[config.mk]
export PLATFORM = sky130hd
export DESIGN_NAME = clk_lane_seq
export DESIGN_NICKNAME = d
export VERILOG_FILES = /design/src/rtl/clk_lane_pkg.sv /design/src/rtl/lane_timer.sv /design/src/rtl/eot_mon.sv /design/src/rtl/clk_lane_seq.sv
export SDC_FILE = /design/constraint.sdc
export NUM_CORES = 1
export LEC_CHECK = 0
export CAP_MARGIN = 20
export CORE_AREA = 2 2 92 94
export CTS_CLUSTER_SIZE = 8
export DETAILED_ROUTE_END_ITERATION = 10
export DIE_AREA = 0 0 94 96
export GPL_TIMING_DRIVEN = 1
export PLACE_DENSITY = 0.8
export SETUP_SLACK_MARGIN = 0.15
export SLEW_MARGIN = 10
export SYNTH_ARGS = -nofsm -noshare
export SYNTH_HDL_FRONTEND = slang
export SYNTH_SLANG_ARGS = --single-unit
[constraint.sdc]
create_clock -name clk_i -period 5 [get_ports clk_i]
set_input_delay 1 -clock clk_i [delete_from_list [all_inputs] [get_ports clk_i]]
set_output_delay 1 -clock clk_i [all_outputs]
set_load 0.005 [all_outputs]
[src/rtl/clk_lane_pkg.sv]
package clk_lane_pkg;
  localparam logic [2:0] LS_LP11 = 3'd0;
  localparam logic [2:0] LS_LP01 = 3'd1;
  localparam logic [2:0] LS_LP00 = 3'd2;
  localparam logic [2:0] LS_HS0  = 3'd3;
  localparam logic [2:0] LS_TOG  = 3'd4;

  typedef enum logic [3:0] {
    S_IDLE, S_LP01, S_LP00, S_ZERO, S_PRE, S_RUN, S_POST, S_TRAIL, S_EXIT
  } seq_e;
endpackage

[src/rtl/lane_timer.sv]
module lane_timer #(
  parameter int CW = 8
) (
  input  logic          clk_i,
  input  logic          rst_ni,
  input  logic          load_i,
  input  logic [CW-1:0] val_i,
  output logic          expired_o
);
  logic [CW-1:0] cnt_q;

  // zero-length interval behaves as one cycle
  always_ff @(posedge clk_i or negedge rst_ni) begin
    if (!rst_ni)               cnt_q <= '0;
    else if (load_i)           cnt_q <= (val_i == '0) ? '0 : val_i - 1'b1;
    else if (cnt_q != '0)      cnt_q <= cnt_q - 1'b1;
  end

  assign expired_o = (cnt_q == '0);
endmodule

[src/rtl/eot_mon.sv]
module eot_mon #(
  parameter int CW = 8
) (
  input  logic          clk_i,
  input  logic          rst_ni,
  input  logic          trail_i,
  input  logic [CW-1:0] lim_i,
  output logic          err_o
);
  localparam int EW = CW + 1;
  logic [EW-1:0] cnt_q;
  logic [EW-1:0] cnt_inc;
  logic [EW-1:0] lim_eff;

  assign cnt_inc = cnt_q + 1'b1;
  assign lim_eff = (lim_i == '0) ? EW'(1) : {1'b0, lim_i};

  always_ff @(posedge clk_i or negedge rst_ni) begin
    if (!rst_ni) begin
      cnt_q <= '0;
      err_o <= 1'b0;
    end else if (trail_i) begin
      cnt_q <= cnt_inc;
      if (cnt_inc > lim_eff) err_o <= 1'b1;
    end else begin
      cnt_q <= '0;
    end
  end
endmodule

[src/rtl/clk_lane_seq.sv]
module clk_lane_seq
  import clk_lane_pkg::*;
#(
  parameter int CW = 8
) (
  input  logic          clk_i,
  input  logic          rst_ni,
  input  logic          burst_req_i,
  input  logic          data_done_i,
  input  logic [CW-1:0] cfg_lpx_i,
  input  logic [CW-1:0] cfg_prepare_i,
  input  logic [CW-1:0] cfg_zero_i,
  input  logic [CW-1:0] cfg_pre_i,
  input  logic [CW-1:0] cfg_post_i,
  input  logic [CW-1:0] cfg_trail_i,
  input  logic [CW-1:0] cfg_eot_i,
  output logic [2:0]    lane_state_o,
  output logic          clk_ready_o,
  output logic          eot_err_o
);
  seq_e st_q, st_d;
  logic [CW-1:0] lpx_q, prep_q, zero_q, pre_q, post_q, trail_q, eot_q;
  logic [CW-1:0] load_val;
  logic          load, expired, accept;

  assign accept = (st_q == S_IDLE) && burst_req_i;

  always_ff @(posedge clk_i or negedge rst_ni) begin
    if (!rst_ni) begin
      lpx_q   <= '0;
      prep_q  <= '0;
      zero_q  <= '0;
      pre_q   <= '0;
      post_q  <= '0;
      trail_q <= '0;
      eot_q   <= '0;
    end else if (accept) begin
      lpx_q   <= cfg_lpx_i;
      prep_q  <= cfg_prepare_i;
      zero_q  <= cfg_zero_i;
      pre_q   <= cfg_pre_i;
      post_q  <= cfg_post_i;
      trail_q <= cfg_trail_i;
      eot_q   <= cfg_eot_i;
    end
  end

  always_comb begin
    st_d = st_q;
    unique case (st_q)
      S_IDLE:  if (accept)      st_d = S_LP01;
      S_LP01:  if (expired)     st_d = S_LP00;
      S_LP00:  if (expired)     st_d = S_ZERO;
      S_ZERO:  if (expired)     st_d = S_PRE;
      S_PRE:   if (expired)     st_d = S_RUN;
      S_RUN:   if (data_done_i) st_d = S_POST;
      S_POST:  if (expired)     st_d = S_TRAIL;
      S_TRAIL: if (expired)     st_d = S_EXIT;
      S_EXIT:  if (expired)     st_d = S_IDLE;
      default:                  st_d = S_IDLE;
    endcase
  end

  // length of the state being entered
  always_comb begin
    unique case (st_d)
      S_LP01:  load_val = cfg_lpx_i;
      S_LP00:  load_val = prep_q;
      S_ZERO:  load_val = zero_q;
      S_PRE:   load_val = pre_q;
      S_POST:  load_val = post_q;
      S_TRAIL: load_val = trail_q;
      S_EXIT:  load_val = lpx_q;
      default: load_val = '0;
    endcase
  end

  assign load = (st_d != st_q);

  always_ff @(posedge clk_i or negedge rst_ni) begin
    if (!rst_ni) st_q <= S_IDLE;
    else         st_q <= st_d;
  end

  lane_timer #(.CW(CW)) u_timer (
    .clk_i    (clk_i),
    .rst_ni   (rst_ni),
    .load_i   (load),
    .val_i    (load_val),
    .expired_o(expired)
  );

  eot_mon #(.CW(CW)) u_eot (
    .clk_i  (clk_i),
    .rst_ni (rst_ni),
    .trail_i(st_q == S_TRAIL),
    .lim_i  (eot_q),
    .err_o  (eot_err_o)
  );

  always_comb begin
    unique case (st_q)
      S_LP01:                lane_state_o = LS_LP01;
      S_LP00:                lane_state_o = LS_LP00;
      S_ZERO, S_TRAIL:       lane_state_o = LS_HS0;
      S_PRE, S_RUN, S_POST:  lane_state_o = LS_TOG;
      default:               lane_state_o = LS_LP11;
    endcase
  end

  assign clk_ready_o = (st_q == S_RUN);
endmodule

==> results.yml <==
sta:
  post-route-period-util_pct: 81.5
  maxSlewViolCount: 0
  final-setup-viol-count: 0
  period_needed_ns: 4.08
  max_freq_ghz: 0.245
  tns_ns: 0
  finClkSkew_ns: 0.00841
  slew_headroom_pct: 37.5
  rsz0062_at_grt: "false"
  hold_viol_final: 0
  hold_slack_ns: 0.484
  tightestPinTransition_ns: 0.937
clocking:
  postCtsHoldBufs: 0
  cts_max_level: 3
  cts_made_buffers: 9
  root_buffer: "clkbuf_8"
  cts.repair.resized: 0
  clk_path_buf_depth: 2
  clkSinkCount: 78
  cts_tree: "yes"
  path_clk_slew_ns: 0.08
  worst_skew_pair.late_latency_ns: 0.34
  post-cts-setup-buffers: 0
final_layout:
  final_core_util_pct: 63.4
  n_fill_cell: 634
  multi_input_area_sq_um: 2100
  insertedDiodeCount: 0
  drive_above_1_share_pct: 19.6
  seq_area_sq_um: 1950
  final_nets: 512
  area_growth_pct: 21.7
floorplan:
  initial_core_util_pct: 52.1
  rows: 33
  die_h_microns: 96
  dieArea_sq_um: 9020
  io_pins: 65
  die_x_microns: 94
  core-area_sq_um: 8050
global_routing:
  first_global_vias: 3177
  grt_start_max_net_pins: 79
  antenna_found_initial: 0
  met3_usage_pct: 3.37
  top_usage_layer: "met2"
  use_met2_pct: 36.2
  grt_pass1_wl_mm: 15.3
  gr-total-overflow: 0
  use_met1_pct: 29.6
  grt.total_usage_pct: 22.0
routing:
  avgViaCountPerCell: 5.76
  vias: 3164
  remaining_drc_errors: 0
  postRouteWirelength_mm: 9.19
  drt_iter0_drc: 144
  wl_per_cell_microns: 16.7
  drtAntennaViolNets: 0
  dr.pass1.iters: 5
synth:
  avgSynthCellArea_sq_um: 11.1
  syn_inst: 378
  synth_cell_type_count: 58
  ys_ff_latch: 78
  synthArstFlopShare_pct: 100
  ys_seq_area_share_pct: 46.5
  ys.flop_type: "dfrtp_1"
  synth_warnings: 0
  netlist_area_sq_um: 4200
  synth_edf_count: 0
  synth_nets: 450
critical_path:
  critPathArrivalTime_ns: 4.36
  crit_path_end_kind: "flip-flop"
  critPathMaxFanout: 18
  rr_worst_depth: 12
  critical_path.startpoint_type: "flip-flop"
  cp_data_required_time_ns: 5.28
  critPathKind: "reg2reg"
status:
  status: "complete, no violations"
place:
  gp_congestion: 0.877
  port_buffers: 64
  dp_hpwl_mm: 6.87
power_and_ir_drop:
  max-vdd-ir-drop_mv: 0.286
  p_leak_nw: 2.20
  cellPowerDensity_nw_per_um2: 619
min_path:
  hold_path_class: "reg2reg"
  whs_path_depth: 1
run:
  cap_violations: 0
worst max-delay path, cell delays in order (launching register included):
cell and delay, ns:
dfrtp_1 0.38, inv_1 0.09, ha_1 0.20, or3b_1 0.46
or3_1 0.53, a21oi_4 0.48, nor2_1 0.17, a32o_1 0.30
nor3_1 0.43, ha_1 0.34, nand4_1 0.15, nor4_1 0.34
a221o_1 0.16
through the flow:
step / total power, mW / worst slack (ns) / cell area, sq um / cells
finish: 3.16 / 0.924 / 5110 / 549
global route: 3.40 / 0.548 / 5110 / 549
CTS: 3.16 / 1.02 / 5110 / 549
detailed placement: 2.73 / 0.860 / 4930 / 534
global placement: 2.66 / 0.964 / 4930 / 534
floorplan: 2.29 / 1.43 / 4200 / 378
final timing paths:
| path | end | slack, ns | startpoint |
|---|---|---|---|
| max | u_timer.cnt_q[6]$_DFFE_PN0P_ | 0.92 | u_timer.cnt_q[0]$_DFFE_PN0P_ |
| min | u_eot.err_o$_DFFE_PN0P_ | 0.48 | u_eot.err_o$_DFFE_PN0P_ |
| max reg2reg | u_timer.cnt_q[6]$_DFFE_PN0P_ | 0.92 | u_timer.cnt_q[0]$_DFFE_PN0P_ |
| min reg2reg | u_eot.err_o$_DFFE_PN0P_ | 0.48 | u_eot.err_o$_DFFE_PN0P_ |
| max in group asynchronous | u_timer.cnt_q[5]$_DFFE_PN0P_ | 3.61 | rst_ni |
| min in group asynchronous | zero_q[1]$_DFFE_PN0P_ | 0.80 | rst_ni |
cell usage after synthesis (2+ instances only):
cell / instances / share of area, %
dfrtp_1: 78 / 47
mux2_2: 57 / 15
nand2_1: 23 / 2.1
inv_1: 18 / 1.6
nor2_1: 18 / 1.6
clkbuf_1: 14 / 1.3
ha_1: 12 / 3.6
a21oi_1: 10 / 1.2
xnor2_1: 10 / 2.1
nand3_1: 9 / 1.1
nor2b_1: 9 / 1.3
and3_1: 8 / 1.2
mux2i_1: 7 / 1.7
nor4_1: 7 / 1.0
xor2_1: 7 / 1.5
nand4_1: 6 / 0.89
nor3_1: 6 / 0.72
a211oi_1: 5 / 0.89
a32oi_1: 5 / 1.0
a21o_1: 4 / 0.72
o21ai_0: 4 / 0.48
o22ai_1: 4 / 0.60
a31oi_1: 3 / 0.45
a32o_1: 3 / 0.72
buf_2: 3 / 0.36
nand2b_1: 3 / 0.45
nor3b_1: 3 / 0.54
o211ai_1: 3 / 0.54
o21ai_1: 3 / 0.36
o2bb2ai_1: 3 / 0.63
or3_1: 3 / 0.45
o2111a_1: 2 / 0.54
o311a_1: 2 / 0.48
or2_2: 2 / 0.30
flip-flops by register name, summed over array words and instances (netlist names):
signal,count
eot_q,8
lpx_q,8
post_q,8
pre_q,8
prep_q,8
st_q,4
trail_q,8
u_eot.cnt_q,9
u_eot.err_o,1
u_timer.cnt_q,8
zero_q,8
metal layers:
layer	wire length, microns	part of all wire (%)
met3	592	6.4
met4	158	1.7
met1	3900	42
met2	4530	49
met5	0	0
cells by family after synthesis:
kind of cell               share of synthesized area, %
muxes                                              17.0
and+or+nand+nor                                    12.8
adders and majority gates                          3.58
xor gates and xnor gates                           3.55
DFF                                                46.5
buffers and inverters                              3.46
AOI/OAI and AO/OA                                  13.2
power breakdown:
group | internal (mW) | switching (mW)
Clock | 0.204 | 0.215
Sequential | 0.921 | 0.232
Combinational | 0.761 | 0.831
Total | 1.89 | 1.28
cells in the final DEF (no fill, tap or decap), types with 8 or more instances in the layout:
cell,Yosys,final
clkbuf_8,0,11
nor2_1,18,18
inv_1,18,18
nor2b_1,9,9
nand2_1,23,22
nand3_1,9,9
xnor2_1,10,10
dfrtp_1,78,78
and3_1,8,8
clkdlybuf4s50_1,0,63
mux2_2,57,57
ha_1,12,12
a21oi_1,10,10
cell type report:
type	instances	share of cell area (%)
Clock buffer	12	3.04
Clock inverter	3	0.392
Inverter	20	1.52
Multi-Input combinational cell	263	41.2
Sequential cell	78	38.2
Tap cell	105	2.57
Timing Repair Buffer	68	13.1
(Power assumes the default switching activity.)
